$ cat src/rtl/uart_tx_pkg.sv
package uart_tx_pkg;
  typedef enum logic [1:0] {
    CMD_NONE    = 2'd0,
    CMD_ENABLE  = 2'd1,
    CMD_DISABLE = 2'd2,
    CMD_RESET   = 2'd3
  } tx_cmd_e;

  typedef enum logic [1:0] {
    PAR_NONE   = 2'd0,
    PAR_EVEN   = 2'd1,
    PAR_ODD    = 2'd2,
    PAR_FORCED = 2'd3
  } par_mode_e;
endpackage

$ cat src/rtl/tx_fifo.sv
module tx_fifo #(
  parameter int DATA_W = 8,
  parameter int DEPTH  = 8,
  localparam int AW = (DEPTH > 1) ? $clog2(DEPTH) : 1,
  localparam int CW = $clog2(DEPTH + 1)
) (
  input  logic              clk,
  input  logic              rst,
  input  logic              flush,
  input  logic              push,
  input  logic              pop,
  input  logic [DATA_W-1:0] wr_data,
  output logic [DATA_W-1:0] rd_data,
  output logic [CW-1:0]     count,
  output logic [CW-1:0]     count_nxt
);
  logic [DATA_W-1:0] mem [DEPTH];
  logic [AW-1:0]     wr_ptr, rd_ptr;

  function automatic logic [AW-1:0] bump(input logic [AW-1:0] p);
    return (p == AW'(DEPTH - 1)) ? '0 : p + 1'b1;
  endfunction

  always_ff @(posedge clk) begin
    if (push) mem[wr_ptr] <= wr_data;
  end

  assign rd_data = mem[rd_ptr];

  always_comb begin
    if (flush) count_nxt = '0;
    else       count_nxt = count + CW'(push) - CW'(pop);
  end

  always_ff @(posedge clk) begin
    if (rst || flush) begin
      wr_ptr <= '0;
      rd_ptr <= '0;
      count  <= '0;
    end else begin
      if (push) wr_ptr <= bump(wr_ptr);
      if (pop)  rd_ptr <= bump(rd_ptr);
      count <= count_nxt;
    end
  end

  AST_NO_OVERFLOW: assert property (@(posedge clk) disable iff (rst)
    (push && !pop && !flush) |-> (count < CW'(DEPTH))) else $error("queue overflow");
  AST_NO_UNDERFLOW: assert property (@(posedge clk) disable iff (rst)
    pop |-> (count != '0)) else $error("queue underflow");
endmodule

$ cat src/rtl/tx_shifter.sv
module tx_shifter
  import uart_tx_pkg::*;
#(
  parameter int DATA_W    = 8,
  parameter int STOP_BITS = 1,
  localparam int FW = 2 + DATA_W + STOP_BITS,
  localparam int LW = $clog2(FW + 1)
) (
  input  logic              clk,
  input  logic              rst,
  input  logic              abort,
  input  logic              bit_tick,
  input  logic              load_ok,
  input  logic              have_char,
  input  logic [DATA_W-1:0] data,
  input  par_mode_e         par_mode,
  input  logic              par_force,
  output logic              txd,
  output logic              active,
  output logic              active_nxt,
  output logic              eof,
  output logic              pop
);
  logic [FW-1:0] sreg;
  logic [FW-1:0] frame;
  logic [LW-1:0] left;
  logic          pbit;
  logic          last;

  always_comb begin
    unique case (par_mode)
      PAR_EVEN: pbit = ^data;
      PAR_ODD:  pbit = ~^data;
      default:  pbit = par_force;
    endcase
    frame             = '1;
    frame[0]          = 1'b0;
    frame[DATA_W:1]   = data;
    if (par_mode != PAR_NONE) frame[DATA_W+1] = pbit;
  end

  assign last = (left == '0);
  assign eof  = bit_tick && active && last;
  assign pop  = bit_tick && (!active || last) && load_ok && have_char;

  always_comb begin
    if (rst || abort) active_nxt = 1'b0;
    else if (pop)     active_nxt = 1'b1;
    else if (eof)     active_nxt = 1'b0;
    else              active_nxt = active;
  end

  always_ff @(posedge clk) begin
    if (rst || abort) begin
      active <= 1'b0;
      txd    <= 1'b1;
      left   <= '0;
      sreg   <= '1;
    end else if (pop) begin
      active <= 1'b1;
      txd    <= 1'b0;
      sreg   <= frame >> 1;
      left   <= (par_mode != PAR_NONE) ? LW'(FW - 1) : LW'(FW - 2);
    end else if (eof) begin
      active <= 1'b0;
      txd    <= 1'b1;
    end else if (bit_tick && active) begin
      txd  <= sreg[0];
      sreg <= {1'b1, sreg[FW-1:1]};
      left <= left - 1'b1;
    end
  end

  AST_IDLE_HIGH: assert property (@(posedge clk) disable iff (rst)
    !active |-> txd) else $error("line not idle high");
  AST_HOLD_BIT: assert property (@(posedge clk) disable iff (rst)
    (!bit_tick && !abort) |=> $stable(txd)) else $error("bit changed between ticks");
endmodule

$ cat src/rtl/tx_ctrl.sv
module tx_ctrl
  import uart_tx_pkg::*;
#(
  parameter int DEPTH = 8,
  localparam int CW = $clog2(DEPTH + 1)
) (
  input  logic          clk,
  input  logic          rst,
  input  tx_cmd_e       cmd,
  input  logic          active,
  input  logic          active_nxt,
  input  logic          eof,
  input  logic [CW-1:0] count_nxt,
  output logic          enabled,
  output logic          load_ok,
  output logic          flush,
  output logic          abort,
  output logic          tx_ready,
  output logic          tx_empty
);
  logic pending;
  logic dis_exec;
  logic en_nxt, pend_nxt;

  assign abort    = (cmd == CMD_RESET);
  assign dis_exec = enabled && ((cmd == CMD_DISABLE) || pending) && (!active || eof);
  assign flush    = abort || dis_exec;
  assign load_ok  = enabled && !pending && (cmd != CMD_DISABLE) && (cmd != CMD_RESET);

  always_comb begin
    if (abort || dis_exec)                       en_nxt = 1'b0;
    else if (cmd == CMD_ENABLE)                  en_nxt = 1'b1;
    else                                         en_nxt = enabled;
    if (abort || dis_exec || cmd == CMD_ENABLE)  pend_nxt = 1'b0;
    else if (cmd == CMD_DISABLE && enabled)      pend_nxt = 1'b1;
    else                                         pend_nxt = pending;
  end

  always_ff @(posedge clk) begin
    if (rst) begin
      enabled  <= 1'b0;
      pending  <= 1'b0;
      tx_ready <= 1'b0;
      tx_empty <= 1'b0;
    end else begin
      enabled  <= en_nxt;
      pending  <= pend_nxt;
      tx_ready <= en_nxt && (count_nxt != CW'(DEPTH));
      tx_empty <= en_nxt && (count_nxt == '0) && !active_nxt;
    end
  end

  AST_ENABLE_SETS: assert property (@(posedge clk) disable iff (rst)
    (cmd == CMD_ENABLE && !enabled) |=> (tx_ready && tx_empty)) else $error("enable flags");
  AST_PENDING_ACTIVE: assert property (@(posedge clk) disable iff (rst)
    pending |-> active) else $error("pending disable without a frame");
endmodule

$ cat src/rtl/uart_tx_channel.sv
module uart_tx_channel
  import uart_tx_pkg::*;
#(
  parameter int DATA_W    = 8,
  parameter int DEPTH     = 8,
  parameter int STOP_BITS = 1,
  localparam int CW = $clog2(DEPTH + 1)
) (
  input  logic              clk,
  input  logic              rst,
  input  logic              bit_tick,
  input  logic [1:0]        cmd,
  input  logic              wr_en,
  input  logic [DATA_W-1:0] wr_data,
  input  logic [1:0]        par_mode,
  input  logic              par_force,
  output logic              txd,
  output logic              tx_ready,
  output logic              tx_empty
);
  tx_cmd_e           cmd_e;
  logic              flush, abort, load_ok, enabled;
  logic              push, pop;
  logic              active, active_nxt, eof;
  logic [DATA_W-1:0] head;
  logic [CW-1:0]     count, count_nxt;

  assign cmd_e = tx_cmd_e'(cmd);
  assign push  = wr_en && tx_ready && !flush;

  tx_fifo #(.DATA_W(DATA_W), .DEPTH(DEPTH)) u_fifo (
    .clk(clk), .rst(rst), .flush(flush), .push(push), .pop(pop),
    .wr_data(wr_data), .rd_data(head), .count(count), .count_nxt(count_nxt)
  );

  tx_shifter #(.DATA_W(DATA_W), .STOP_BITS(STOP_BITS)) u_shift (
    .clk(clk), .rst(rst), .abort(abort), .bit_tick(bit_tick),
    .load_ok(load_ok), .have_char(count != '0), .data(head),
    .par_mode(par_mode_e'(par_mode)), .par_force(par_force),
    .txd(txd), .active(active), .active_nxt(active_nxt), .eof(eof), .pop(pop)
  );

  tx_ctrl #(.DEPTH(DEPTH)) u_ctrl (
    .clk(clk), .rst(rst), .cmd(cmd_e), .active(active), .active_nxt(active_nxt),
    .eof(eof), .count_nxt(count_nxt), .enabled(enabled), .load_ok(load_ok),
    .flush(flush), .abort(abort), .tx_ready(tx_ready), .tx_empty(tx_empty)
  );

  AST_READY_ROOM: assert property (@(posedge clk) disable iff (rst)
    tx_ready |-> (enabled && count < CW'(DEPTH))) else $error("ready with full queue");
  AST_EMPTY_IDLE: assert property (@(posedge clk) disable iff (rst)
    tx_empty |-> (!active && count == '0 && txd)) else $error("empty while busy");
  AST_DROP_WRITE: assert property (@(posedge clk) disable iff (rst)
    (wr_en && !tx_ready && !pop) |=> (count <= $past(count))) else $error("write stored while not ready");
  AST_RESET_CMD: assert property (@(posedge clk) disable iff (rst)
    (cmd_e == CMD_RESET) |=> (txd && !tx_ready && !tx_empty && count == '0)) else $error("reset command");
endmodule

$ cat config.mk
export PLATFORM = sky130hd
export DESIGN_NAME = uart_tx_channel
export DESIGN_NICKNAME = d
export VERILOG_FILES = /design/src/rtl/uart_tx_pkg.sv /design/src/rtl/tx_fifo.sv /design/src/rtl/tx_shifter.sv /design/src/rtl/tx_ctrl.sv /design/src/rtl/uart_tx_channel.sv
export SDC_FILE = /design/constraint.sdc
export NUM_CORES = 1
export LEC_CHECK = 0
export BUFFER_PORTS_ARGS = -buffer_cell sky130_fd_sc_hd__clkbuf_2
export CORE_AREA = 10 10 120 122
export DETAILED_ROUTE_END_ITERATION = 8
export DIE_AREA = 0 0 130 132
export PLACE_DENSITY_LB_ADDON = 0.15
export SYNTH_ARGS = -nofsm -noshare
export SYNTH_HDL_FRONTEND = slang
export SYNTH_SLANG_ARGS = --single-unit
$ cat constraint.sdc
create_clock -name clk -period 3.27 [get_ports clk]
set_clock_uncertainty 0.15 [all_clocks]
set_input_delay 0.654 -clock clk [delete_from_list [all_inputs] [get_ports clk]]
set_output_delay 0.654 -clock clk [all_outputs]
set_load 0.1 [all_outputs]
* Yosys cells after proc, flatten, opt, wreduce, memory -nomap -nowiden
Memories as Yosys holds them, arrays and structs flattened. A register that Yosys moved wholly into a read port is not among the register bits.
Cells that the tools add are included.
** Cells by class
- Add/subtract/negate cells :: 5
- Multiply operators :: 0
- Divide/modulo/power cells :: 0
- Order comparisons :: 0
- Equality and inequality tests :: 11
- Shifts and indexed selects :: 0
- Mux-type cells :: 24
- Bitwise logic cells :: 1
- Reduce and logical (&&, ||, !) cells :: 39
** Operators with widths (count)
- $mux W11 :: 3
- $logic_and A1 B1 Y1 :: 16
- $mux W4 :: 4
- $mux W3 :: 4
- $mux W1 :: 11
- $logic_not A4 Y1 :: 2
- $reduce_xnor A8 Y1 :: 1
- $reduce_xor A8 Y1 :: 1
- $logic_or A1 B1 Y1 :: 7
- $add A3 B1 Y3 const B :: 2
- $eq A2 B2 Y1 const B :: 3
- $eq A3 B3 Y1 const B :: 2
- $ne A2 B2 Y1 const B :: 3
- $add A4 B1 Y4 :: 1
- $eq A2 B1 Y1 const B :: 2
- $logic_not A1 Y1 :: 4
- $ne A4 B4 Y1 const B :: 1
- $reduce_and A2 Y1 :: 2
- $reduce_bool A2 Y1 :: 2
- $reduce_bool A4 Y1 :: 1
- $reduce_or A2 Y1 :: 2
- $sub A4 B1 Y4 :: 1
- $sub A4 B1 Y4 const B :: 1
- $reduce_bool A3 Y1 :: 1
- 3 further kinds :: 3
** Storage, ports and cells
- Bits in registers :: 31
- Latch bits :: 0
- Memory bits (writable) :: 64
- ROM bits :: 0
- Input port bits :: 17
- Output and inout bits :: 3
- Logic and storage cells :: 93
- Memories kept :: 1
** Memory list
- u_fifo.mem :: depth 8, bits a word 8, read ports 1, clocked after Yosys merged registers in 1, wr ports 1, line tx_fifo.sv:17 : logic [DATA_W-1:0] mem [DEPTH];

* Depth between registers and ports, before layout
- Depth after elaboration :: 13
- Gate-level depth with buffers :: 13
- Mapped depth without buffers :: 13

* Modules after synthesis
A second synthesis with hierarchy kept.
** Unflattened totals
- Cells, all modules :: 301
- Area total of the unflattened synthesis :: 4267.8 µm²
** By module, submodules not included
- tx_fifo :: times used 1, cells an instance 165, area an instance 3126.7 µm², sequential area each 2182.1 µm²
- tx_shifter :: times used 1, cells an instance 113, area an instance 934.6 µm², sequential area each 340.3 µm²
- tx_ctrl :: times used 1, cells an instance 21, area an instance 190.2 µm², sequential area each 80.1 µm²
- uart_tx_channel :: times used 1, cells an instance 2, area an instance 16.3 µm², sequential area each 0.0 µm²

* Least setup slack after synthesis
Ideal clock, no wire load.
- Path kind :: in2reg
- From :: in bit_tick
- To :: reg u_ctrl.tx_ready
- Setup time :: 120 ps
- Data arrival time :: 2588 ps
- Data required time :: 3000 ps
- Setup slack :: 413 ps
- Stages on the path :: 10
- Path buffers :: 0
- Cells stage by stage :: nor4bb_1 o21ai_1 a21oi_1 nand3b_1 inv_1 ha_1 fa_1 xnor2_1 nand2_1 o31a_1
** On the way
- Word-level cells in the longest chain between the ends :: 12
- Elaborated cells between the ends (all ways) :: 16
- Those cells by class :: add/sub (2); eq/ne (1); mux (2); reduce/logical (11)
** RTL lines
- start, declared :: line uart_tx_channel.sv:11 : input logic bit_tick,
- $logic_and A1 B1 Y1 (2 in a row) :: line tx_shifter.sv:43 : assign eof = bit_tick && active && last;
- $logic_or A1 B1 Y1 :: line tx_ctrl.sv:26 : assign dis_exec = enabled && ((cmd == CMD_DISABLE) || pending) && (!active || eof);
- $logic_and A1 B1 Y1 :: line tx_ctrl.sv:26
- $logic_or A1 B1 Y1 :: line tx_ctrl.sv:27 : assign flush = abort || dis_exec;
- $logic_not A1 Y1 :: line uart_tx_channel.sv:29 : assign push = wr_en && tx_ready && !flush;
- $logic_and A1 B1 Y1 :: line uart_tx_channel.sv:29
- via push :: line uart_tx_channel.sv:23 : logic push, pop;
- $add A4 B1 Y4 :: line tx_fifo.sv:32 : else count_nxt = count + CW'(push) - CW'(pop);
- $sub A4 B1 Y4 :: line tx_fifo.sv:32
- $mux W4 :: line tx_fifo.sv:31 : if (flush) count_nxt = '0;
- $ne A4 B4 Y1 :: line tx_ctrl.sv:48 : tx_ready <= en_nxt && (count_nxt != CW'(DEPTH));
- $logic_and A1 B1 Y1 :: line tx_ctrl.sv:48
- end signal, assigned :: line tx_ctrl.sv:48
- end, declared :: line tx_ctrl.sv:18 : output logic tx_ready,
The timed path passes the listed nets, and every way through them passes these cells.
A chain may end at the register's enable or synchronous reset.

* Final worst setup path
- From :: reg u_shift.left[0]
- To :: reg u_ctrl.tx_empty
** On the way
- Word-level cells in the longest chain between the ends :: 13
- Elaborated cells between the ends (all ways) :: 22
- Those cells by class :: add/sub (2); mux (5); reduce/logical (15)
** RTL lines
- start, declared :: line tx_shifter.sv:26 : logic [LW-1:0] left;
- start signal, assigned :: line tx_shifter.sv:63 : left <= (par_mode != PAR_NONE) ? LW'(FW - 1) : LW'(FW - 2);
- start signal, assigned :: line tx_shifter.sv:70 : left <= left - 1'b1;
- $logic_not A4 Y1 :: line tx_shifter.sv:42 : assign last = (left == '0);
- $logic_and A1 B1 Y1 :: line tx_shifter.sv:43
- $logic_or A1 B1 Y1 :: line tx_ctrl.sv:26
- $logic_and A1 B1 Y1 :: line tx_ctrl.sv:26
- $logic_or A1 B1 Y1 :: line tx_ctrl.sv:27
- $logic_not A1 Y1 :: line uart_tx_channel.sv:29
- $logic_and A1 B1 Y1 :: line uart_tx_channel.sv:29
- via push :: line uart_tx_channel.sv:23
- $add A4 B1 Y4 :: line tx_fifo.sv:32
- $sub A4 B1 Y4 :: line tx_fifo.sv:32
- $mux W4 :: line tx_fifo.sv:31
- $logic_not A4 Y1 :: line tx_ctrl.sv:49 : tx_empty <= en_nxt && (count_nxt == '0) && !active_nxt;
- $logic_and A1 B1 Y1 (2 in a row) :: line tx_ctrl.sv:49
- end signal, assigned :: line tx_ctrl.sv:49
- end, declared :: line tx_ctrl.sv:19 : output logic tx_empty
The timed path passes the listed nets, and every way through them passes these cells.

==> out/results.ini <==
[logic_synthesis]
synth_warnings=0
synth.most_common_cell=edfxtp_1
ys_top_cells_by_count=edfxtp_1 (64), dfxtp_1 (34), nor2_1 (30)
synth_seq_cells=98
yosys-top-cells-area=edfxtp_1 (47%), dfxtp_1 (17%), mux4_2 (5.5%), ha_1 (4.3%), mux4_1 (3.8%)
syn_area_per_cell_um2=14.43
yosysTopAreaCellShare_pct=46.72
async_flop_share_pct=0
synth_ff_type=edfxtp_1
synth.distinct_cells=39
synth_area_mm2=0.004114
ys_seq_area_share_pct=63.26
synth_area_leader_cell=edfxtp_1
synthCells=285
syn_nets=317
synth_edf_count=64

[timing]
finalWorstSetupSlack_ns=0.2694
post-route-period-util_pct=91.76
setup_viol=0
final.min_clock_period_ns=3.001
slew_violations=0
rsz0062_at_grt=false
setup_tns_ns=0
tightest_slew_ns=0.9375
hold_viol_final=0
clock.fmax_mhz=333.3
relSlewSlack_pct=37.27

[drt]
wirelength_um=7676
avgRoutedWirePerCell_um=16.33
via_count=2254
ant_nets=0
drcViolationCount=0
viasPerCell=4.796
drt_iter0_drc=130
firstDrtPassIters=4

[cts]
cts_inserted_buffers=9
clk_pin_slew_ns=0.07
numClockSinks=98
cts_tree=built
cts_hold_buf=0
cts_max_level=3
cts_buffer_depth=2
cts_setup_buffers=0
root_buffer=clkbuf_16
clock_latency_ns=0.34
post_cts_resized=0

[min_path]
worstHoldStart=u_fifo.rd_ptr[1]$_SDFFE_PP0P_
hp-class=reg2reg
hold_path_depth=2
hold_end=u_fifo.rd_ptr[1]$_SDFFE_PP0P_

[grt]
antenna_found_initial=0
gr-usage-all-layers_pct=9.647
overflow=0
busiest_layer=met2
grt_use_met2_pct=15.29
grt_max_degree=21
grtUsageMet1_pct=11.89
grt_util_met3_pct=2.534
grt_pass1_wl_um=12610
grt_pass1_vias=2353

[cells_and_area]
area_delta_synth_final_pct=14.66
final_nets=350
drive_gt1_share_pct=19.50
antenna_cells=0
finalInstanceArea_mm2=0.004717

[worst_setup_path]
required_ns=3.37
crit_fanout=3
worstRegToRegCells=12
crit_arrival_ns=3.10
r2r-start=u_shift.left[0]$_SDFFE_PP0P_
reg2reg_to=u_ctrl.tx_empty$_SDFF_PP0_
cp-end-kind=flop
path_class=reg2reg
reg2reg_slack_ns=0.27
cp-start-kind=flop

[floorplanning]
dieArea_mm2=0.01716
rows=40
core-area_mm2=0.01191
die_y_um=132
initial_core_util_pct=34.54
die_w_um=130
io_pins=20

[power_and_ir_drop]
power_frac_comb_pct=3.5
switching_share_pct=22.12
power.switching_mw=0.5346
powerDensity_mw_per_mm2=512.4
p_int_mw=1.882
power_frac_clock_pct=41.7
ir_drop_uv=372.7
power_frac_seq_pct=54.8
p_leak_nw=1.608

[flow_run]
drv_cap=0

[placed_design]
gp_congestion=0.7639
dp_hpwl_um=5130
placed_cell_area_mm2=0.004423
dp_slack_ns=0.1373
io_buffers=19

[run_status]
status=complete, no violations

==> worst max-delay path by stage <==
stage	slack, ns	end	from	cells past startpoint
6_report	0.27	u_ctrl.tx_empty$_SDFF_PP0_	u_shift.left[0]$_SDFFE_PP0P_	12
5_1_grt	0.04	u_ctrl.tx_empty$_SDFF_PP0_	u_shift.left[0]$_SDFFE_PP0P_	12
4_1_cts	0.21	u_ctrl.tx_ready$_SDFF_PP0_	u_shift.left[0]$_SDFFE_PP0P_	12
3_5_place_dp	0.14	u_ctrl.tx_ready$_SDFF_PP0_	bit_tick	11
3_3_place_gp	0.24	u_ctrl.tx_ready$_SDFF_PP0_	bit_tick	11
2_1_floorplan	0.41	u_ctrl.tx_ready$_SDFF_PP0_	bit_tick	10
==> kinds of logic after synthesis <==
logic type | count (synthesis) | synth area share [%]
adders and majority gates | 15 | 4.745
buffers and inverters | 26 | 3.406
AOI/OAI and AO/OA | 42 | 6.327
and+or+nand+nor | 65 | 7.239
muxes | 27 | 12.47
xor gates and xnor gates | 12 | 2.555
DFF | 98 | 63.26
==> flip-flops by register name, indices dropped and copies added (netlist names), named ones only <==
signal / flops
u_shift.sreg: 11
u_ctrl.pending: 1
u_ctrl.tx_empty: 1
u_ctrl.tx_ready: 1
u_fifo.count: 4
u_ctrl.enabled: 1
u_shift.active: 1
u_fifo.wr_ptr: 3
u_shift.txd: 1
u_fifo.rd_ptr: 3
u_fifo.mem: 64
u_shift.left: 4
==> per-stage QoR <==
stage / power (mW) / utilization, % / std cells / hold WS, ns
4_1_cts: 2.454 / 39.55 / 470 / 0.3434
2_1_floorplan: 1.403 / - / 285 / 0.2996
3_5_place_dp: 1.438 / 37.13 / 454 / 0.3285
5_1_grt: 2.520 / 39.60 / 470 / 0.3753
6_report: 2.417 / 39.60 / 470 / 0.3402
3_3_place_gp: 1.438 / 37.13 / 454 / 0.3245
==> power groups by stage <==
stage	registers [mW]	logic, mW	clock network (mW)
after floorplan	1.36	0.0382	0
after global placement	1.35	0.0847	0
after detailed placement	1.35	0.0846	0
after CTS	1.32	0.0853	1.04
after global routing	1.32	0.0935	1.10
final	1.32	0.0834	1.01
==> layer usage <==
layer	share of wire, %	wire length [um]	vias up
met5	0	0	-
met3	3.1	235	8
met4	1.6	126	0
li1	-	-	1131
met2	48	3720	26
met1	47	3594	1089
==> critical path, cell delays in order (launching register included) <==
cell	delay, ns
dfxtp_1	0.33
inv_1	0.08
ha_1	0.17
nor4bb_2	0.34
o21ai_1	0.11
a21oi_1	0.25
nand3b_1	0.18
inv_1	0.08
ha_1	0.23
fa_1	0.47
nor2_1	0.18
a21oi_1	0.09
nor4bb_1	0.24
==> placed cells by master (no fill, tap or decap), types with 2 or more instances in the layout <==
cell | Yosys | routed
mux2i_2 | 2 | 2
o21ai_1 | 8 | 8
nand3b_1 | 2 | 2
xnor2_1 | 10 | 10
clkinv_4 | 0 | 2
mux4_1 | 6 | 6
inv_8 | 0 | 3
buf_4 | 0 | 12
dfxtp_1 | 34 | 34
mux4_2 | 10 | 10
nand3_1 | 2 | 2
ha_1 | 14 | 14
nor2_1 | 30 | 30
clkbuf_16 | 0 | 9
a21oi_1 | 16 | 16
nor3_1 | 6 | 6
a221oi_1 | 8 | 8
o21ai_0 | 4 | 4
edfxtp_1 | 64 | 64
inv_1 | 15 | 15
clkbuf_2 | 0 | 19
nand2_1 | 14 | 14
xor2_1 | 2 | 2
nand2b_1 | 4 | 4
mux2i_1 | 8 | 8
==> cell type report <==
class	instances	area, um^2
Inverter	16	60.06
Clock inverter	7	62.56
Timing Repair Buffer	32	205.2
Tap cell	147	183.9
Multi-Input combinational cell	161	1378
Fill cell	1141	7194
Clock buffer	9	225.2
Sequential cell	98	2603
No activity file was read; power rests on OpenSTA's default activity.
